$ cat src/rtl/tile_pkg.sv
`timescale 1ns/1ps
// Shared types for the logic tile.
// Assumes: selection byte layout below is fixed; consumers decode it by field.
package tile_pkg;
    localparam int H_K = 3;

    typedef enum logic [1:0] {
        SRC_F     = 2'd0,
        SRC_G     = 2'd1,
        SRC_H     = 2'd2,
        SRC_H_ALT = 2'd3
    } src_e;

    // Packed MSB first: bit 7 y_reg ... bit 0 h0_direct.
    typedef struct packed {
        logic y_reg;
        logic x_reg;
        src_e y_src;
        src_e x_src;
        logic h1_direct;
        logic h0_direct;
    } sel_t;

    localparam int SEL_W = $bits(sel_t);
endpackage

$ cat src/rtl/tile_lut.sv
`timescale 1ns/1ps
// Truth-table lookup of K inputs.
// Assumes: table_bits bit i is the result for address i; addr bit 0 is the LSB.
module tile_lut #(
    parameter int K = 4
) (
    input  logic [(1<<K)-1:0] table_bits,
    input  logic [K-1:0]      addr,
    output logic              y
);
    // Pick the stored bit addressed by the inputs.
    always_comb y = table_bits[addr];
endmodule

$ cat src/rtl/tile_cfg_chain.sv
`timescale 1ns/1ps
// Serial configuration shift register.
// Assumes: first bit sent ends at bit 0 after LEN shifts.
module tile_cfg_chain #(
    parameter int LEN = 48
) (
    input  logic           clk,
    input  logic           rst_n,
    input  logic           shift_en,
    input  logic           din,
    output logic [LEN-1:0] bits,
    output logic           dout
);
    // Shift toward bit 0 while enabled; clear on reset.
    always_ff @(posedge clk) begin
        if (!rst_n)        bits <= '0;
        else if (shift_en) bits <= {din, bits[LEN-1:1]};
    end

    always_comb dout = bits[0];

    a_r2_shift_in: assert property (@(posedge clk) disable iff (!rst_n)
        shift_en |=> bits[LEN-1] == $past(din));
    a_r3_idle_hold: assert property (@(posedge clk) disable iff (!rst_n)
        !shift_en |=> $stable(bits));
    a_r1_chain_clear: assert property (@(posedge clk)
        !rst_n |=> bits == '0);
endmodule

$ cat src/rtl/tile_out_stage.sv
`timescale 1ns/1ps
// One tile output: source select, flip-flop and registered/combinational pick.
// Assumes: hold is high during configuration load.
module tile_out_stage
    import tile_pkg::*;
(
    input  logic clk,
    input  logic rst_n,
    input  logic hold,
    input  src_e src,
    input  logic use_reg,
    input  logic f,
    input  logic g,
    input  logic h,
    output logic o
);
    logic d;
    logic q;

    // Choose the flip-flop source from the three tables.
    always_comb begin
        unique case (src)
            SRC_F:   d = f;
            SRC_G:   d = g;
            default: d = h;
        endcase
    end

    // Capture the source unless configuration is loading.
    always_ff @(posedge clk) begin
        if (!rst_n)    q <= 1'b0;
        else if (!hold) q <= d;
    end

    // Drive either the stored or the live value.
    always_comb o = use_reg ? q : d;

    a_r7_capture: assert property (@(posedge clk) disable iff (!rst_n)
        !hold |=> q == $past(d));
    a_r8_hold_during_load: assert property (@(posedge clk) disable iff (!rst_n)
        hold |=> $stable(q));
    a_r1_flop_clear: assert property (@(posedge clk)
        !rst_n |=> q == 1'b0);
endmodule

$ cat src/rtl/logic_tile.sv
`timescale 1ns/1ps
// Configurable logic tile: F and G tables feed an H table; two output stages.
// Assumes: configuration is shifted in fully before outputs are used.
module logic_tile
    import tile_pkg::*;
#(
    parameter int LUT_K = 4
) (
    input  logic             clk,
    input  logic             rst_n,
    input  logic             cfg_en,
    input  logic             cfg_din,
    output logic             cfg_dout,
    input  logic [LUT_K-1:0] f_in,
    input  logic [LUT_K-1:0] g_in,
    input  logic             h_aux0,
    input  logic             h_aux1,
    input  logic             h_dir2,
    output logic             out_x,
    output logic             out_y
);
    localparam int LUT_BITS = 1 << LUT_K;
    localparam int H_BITS   = 1 << H_K;
    localparam int H_BASE   = 2 * LUT_BITS;
    localparam int SEL_BASE = H_BASE + H_BITS;
    localparam int CHAIN_W  = SEL_BASE + SEL_W;

    logic [CHAIN_W-1:0] chain;
    sel_t               sel;
    logic [LUT_K-1:0]   lut_addr [2];
    logic [1:0]         lut_out;
    logic [H_K-1:0]     h_addr;
    logic               h_out;
    src_e               out_src  [2];
    logic [1:0]         out_reg;
    logic [1:0]         out_val;

    tile_cfg_chain #(.LEN(CHAIN_W)) u_chain (
        .clk(clk), .rst_n(rst_n), .shift_en(cfg_en), .din(cfg_din),
        .bits(chain), .dout(cfg_dout)
    );

    // Decode the selection field from the chain tail.
    always_comb sel = sel_t'(chain[SEL_BASE +: SEL_W]);

    always_comb begin
        lut_addr[0] = f_in;
        lut_addr[1] = g_in;
    end

    // F (index 0) and G (index 1) tables.
    for (genvar i = 0; i < 2; i++) begin : g_lut
        tile_lut #(.K(LUT_K)) u_lut (
            .table_bits(chain[i*LUT_BITS +: LUT_BITS]),
            .addr(lut_addr[i]),
            .y(lut_out[i])
        );
    end

    // Steer H inputs from the tables or the direct inputs.
    always_comb begin
        h_addr[0] = sel.h0_direct ? h_aux0 : lut_out[0];
        h_addr[1] = sel.h1_direct ? h_aux1 : lut_out[1];
        h_addr[2] = h_dir2;
    end

    tile_lut #(.K(H_K)) u_hlut (
        .table_bits(chain[H_BASE +: H_BITS]),
        .addr(h_addr),
        .y(h_out)
    );

    always_comb begin
        out_src[0] = sel.x_src;
        out_src[1] = sel.y_src;
        out_reg    = {sel.y_reg, sel.x_reg};
    end

    // X (index 0) and Y (index 1) output stages.
    for (genvar j = 0; j < 2; j++) begin : g_out
        tile_out_stage u_stage (
            .clk(clk), .rst_n(rst_n), .hold(cfg_en),
            .src(out_src[j]), .use_reg(out_reg[j]),
            .f(lut_out[0]), .g(lut_out[1]), .h(h_out),
            .o(out_val[j])
        );
    end

    always_comb begin
        out_x = out_val[0];
        out_y = out_val[1];
    end

    a_r5_h2_direct: assert property (@(posedge clk) disable iff (!rst_n)
        (!cfg_en && sel.h0_direct && sel.h1_direct && sel.x_src == SRC_H && !sel.x_reg)
        |-> out_x == chain[H_BASE + {h_dir2, h_aux1, h_aux0}]);
    a_r3_dout_idle: assert property (@(posedge clk) disable iff (!rst_n)
        !cfg_en |=> $stable(cfg_dout));
endmodule

$ cat config.mk
export PLATFORM = sky130hd
export DESIGN_NAME = logic_tile
export DESIGN_NICKNAME = d
export VERILOG_FILES = /design/src/rtl/tile_pkg.sv /design/src/rtl/tile_lut.sv /design/src/rtl/tile_cfg_chain.sv /design/src/rtl/tile_out_stage.sv /design/src/rtl/logic_tile.sv
export SDC_FILE = /design/constraint.sdc
export NUM_CORES = 1
export LEC_CHECK = 0
export BUFFER_PORTS_ARGS = -buffer_cell sky130_fd_sc_hd__buf_2
export CORE_MARGIN = 2
export CORE_UTILIZATION = 60
export DETAILED_ROUTE_END_ITERATION = 8
export GPL_TIMING_DRIVEN = 0
export PLACE_DENSITY = 0.8
export SETUP_SLACK_MARGIN = 0.02
export SYNTH_ARGS = -nofsm -noshare
export SYNTH_HDL_FRONTEND = slang
export SYNTH_HIERARCHICAL = 1
export SYNTH_SLANG_ARGS = --single-unit
$ cat constraint.sdc
create_clock -name clk -period 4.1 [get_ports clk]
set_clock_uncertainty 0.2 [all_clocks]
set_input_delay 0 -clock clk [delete_from_list [all_inputs] [get_ports clk]]
set_output_delay 0 -clock clk [all_outputs]
set_load 0.01 [all_outputs]
==> impl_metrics.yaml <==
cells_and_area:
  antenna_cells_inserted: 0
  fill_cells: 288
  final_core_utilization_pct: 71.6
  layout-drive-gt1-share_pct: 16.9
  layout_common_cells: "sky130_fd_sc_hd__mux2i_1 (56), sky130_fd_sc_hd__nor2b_1 (50), sky130_fd_sc_hd__dfxtp_1 (50)"
  layout.cells.most_common: "sky130_fd_sc_hd__mux2i_1"
  p_r_area_growth_vs_syn_pct: 11.9
  nets: 239
  stdcell_area_mm2: 0.00268
critical_path:
  r2r-start: "u_chain/bits[0]"
  worstPathMaxFanout: 4
  startpoint_kind_of_the_worst_setup_timing_path: "register"
  ff2ff_path_depth: 10
  reg2reg_slack_ns: 0.64
  ws_path_type: "register to register"
  worst-endpoint-arrival_ns: 3.45
  endpoint_kind: "register"
  regToRegEndpoint: "g_out[1].u_stage/q"
  worstPathRequired_ns: 4.09
timing:
  period_needed_ns: 3.46
  worst-slew-pin-transition_ns: 0.392
  fin_setup_tns_ns: 0
  timing_hold_violations_final: 0
  timing.max_slew.rel_slack_pct: 73.1
  max_freq_mhz: 289
  grt_setup_unrepaired: "no"
  timing.final.crit_share_pct: 84.4
  drv_slew: 0
  setup-violations-final: 0
  finalHoldWorstSlack_ns: 0.152
die:
  dieWidth_um: 67.2
  core.rowCount: 22
  ios: 18
  floorplan.die_area_mm2: 0.00452
  placeableCoreArea_mm2: 0.00374
  die-height_um: 67.2
  start_util_pct: 64.0
route:
  routed_wire_length_per_instance_um: 15.1
  final_routed_drc_violation_total: 0
  drt_pre_antenna_iters: 4
  total_wirelength_um: 4130
  vias_per_cell: 5.47
  drt_iter0_drc: 58
  antenna_violating_nets_post_route: 0
  vias: 1492
pwr:
  power-per-cell-area_mw_per_mm2: 311
  ir_drop_v: 0.000237
  p_seq_share_pct: 58.4
  leakage_uw: 0.00114
  p_sw_uw: 191
  p_sw_share_pct: 22.9
  combinational_group_share_of_total_power_pct: 7.9
  clock_power_share_pct: 33.6
  power.internal_uw: 644
worst_hold_path:
  min_from: "g_in[2]"
  hold-path-cell-count: 4
  timing.hold.worst_endpoint: "g_out[0].u_stage/q"
  min-delay-path-class: "primary input to register"
clock_tree:
  clock_sinks: 50
  cts.hold.buffers_added: 5
  post-cts-setup-buffer-count: 0
  cts_tree: "done"
  cts_resized: 0
  clkLatencyLatePin_ns: 0.30
  clk_path_buf_depth: 2
  h_tree_depth: 2
  worst_setup_hold_path_clk_slew_ns: 0.09
  clk_root_buffer_cell: "sky130_fd_sc_hd__clkbuf_8"
  cts_buffers: 5
yosys:
  seq_area_frac_synth_pct: 41.8
  syn-instance-count: 195
  register_bit_count_reported_by_yosys: 50
  synth_nets: 210
  syn-mean-instance-area_um2: 12.3
  synth.cell_area_mm2: 0.00240
  ys.warnings.count: 6
  synth_cell_type_count: 17
status:
  run_status: "completed"
placed_design:
  placement.io_buffers: 17
  routabilityCongestion: 0.752
  detailed_place.area_mm2: 0.00254
  post-dp-hpwl_um: 3010
flow_run:
  max_cap_viol_count: 0
global_route:
  grt-ovfl-total: 0
  antenna_violations_before_repair: 0
  grt_max_degree: 17
  grt_first_pass_wirelength_um: 6960
  grt_pass1_vias: 1509
  groute.usage.overall_pct: 20.7
## cell usage after synthesis (all sizes together)
cell type | n | share of area, %
a211oi | 2 | 0.63
buf | 8 | 4.0
clkbuf | 4 | 0.63
dfxtp | 50 | 42
mux2 | 3 | 1.7
mux2i | 56 | 23
mux4 | 10 | 11
nand3 | 2 | 0.42
nand4b | 2 | 0.73
nor2 | 2 | 0.31
nor2b | 50 | 13
nor3b | 2 | 0.63
o211ai | 2 | 1.0
or3b | 2 | 0.73
## worst max-delay path by stage
stage	start	endpoint	slack, ns	depth (start not counted)
CTS	u_chain/bits[0]	g_out[1].u_stage/q	0.68	10
global placement	u_chain/bits[0]	out_x	1.20	10
floorplan	u_chain/bits[0]	g_out[0].u_stage/q	1.43	9
finish	u_chain/bits[0]	g_out[1].u_stage/q	0.64	10
detailed placement	u_chain/bits[0]	out_x	1.16	10
global route	u_chain/bits[0]	g_out[1].u_stage/q	0.51	10
## registers in the layout (all words and copies together), names as in the netlist
name	cells
g_out.u_stage/q	2
u_chain/bits	48
## layout make-up
class	instances	area (µm²)	share of cell area, %
Buffer	12	110	4.11
Clock buffer	5	68.8	2.57
Clock inverter	3	21.3	0.793
Multi-Input combinational cell	133	1280	47.9
Sequential cell	50	1000	37.3
Tap cell	48	60.1	2.24
Timing Repair Buffer	22	135	5.04
## worst max-delay path, stage by stage, from the launching register on
cell,delay (ns)
sky130_fd_sc_hd__dfxtp_1,0.33
sky130_fd_sc_hd__buf_4,0.13
sky130_fd_sc_hd__mux4_1,0.49
sky130_fd_sc_hd__mux2i_1,0.14
sky130_fd_sc_hd__mux2i_1,0.16
sky130_fd_sc_hd__mux2_4,0.32
sky130_fd_sc_hd__mux4_1,0.46
sky130_fd_sc_hd__mux2_2,0.32
sky130_fd_sc_hd__nand4b_1,0.12
sky130_fd_sc_hd__o211ai_2,0.10
sky130_fd_sc_hd__dlygate4sd3_1,0.58
## per-stage QoR
step	std cells	total power (µW)	setup WS [ns]
floorplan	195	545	1.43
global placement	260	562	1.20
detailed placement	260	564	1.16
CTS	273	843	0.678
global route	273	865	0.511
finish	273	835	0.640
## routing by layer
layer,routed length [µm],track usage [%]
met1,1900,25.8
met2,2040,35.6
met5,0,0
met4,55,6.89
met3,131,4.50
## logic make-up after synthesis
kind of cell / synth area share (%)
multiplexers: 36.1
AND/OR/NAND/NOR: 15.9
flip-flops: 41.8
buffers and inverters: 4.60
AO/OA/AOI/OAI: 1.67
## power by group through the flow
stage	combinational, µW	clock, µW	sequential, µW
2_1_floorplan	46.1	0	499
3_3_place_gp	62.8	0	499
3_5_place_dp	64.4	0	499
4_1_cts	66.7	288	488
5_1_grt	71.2	306	488
6_report	66.4	281	488
Note: power is estimated with default switching activity, not from simulation.
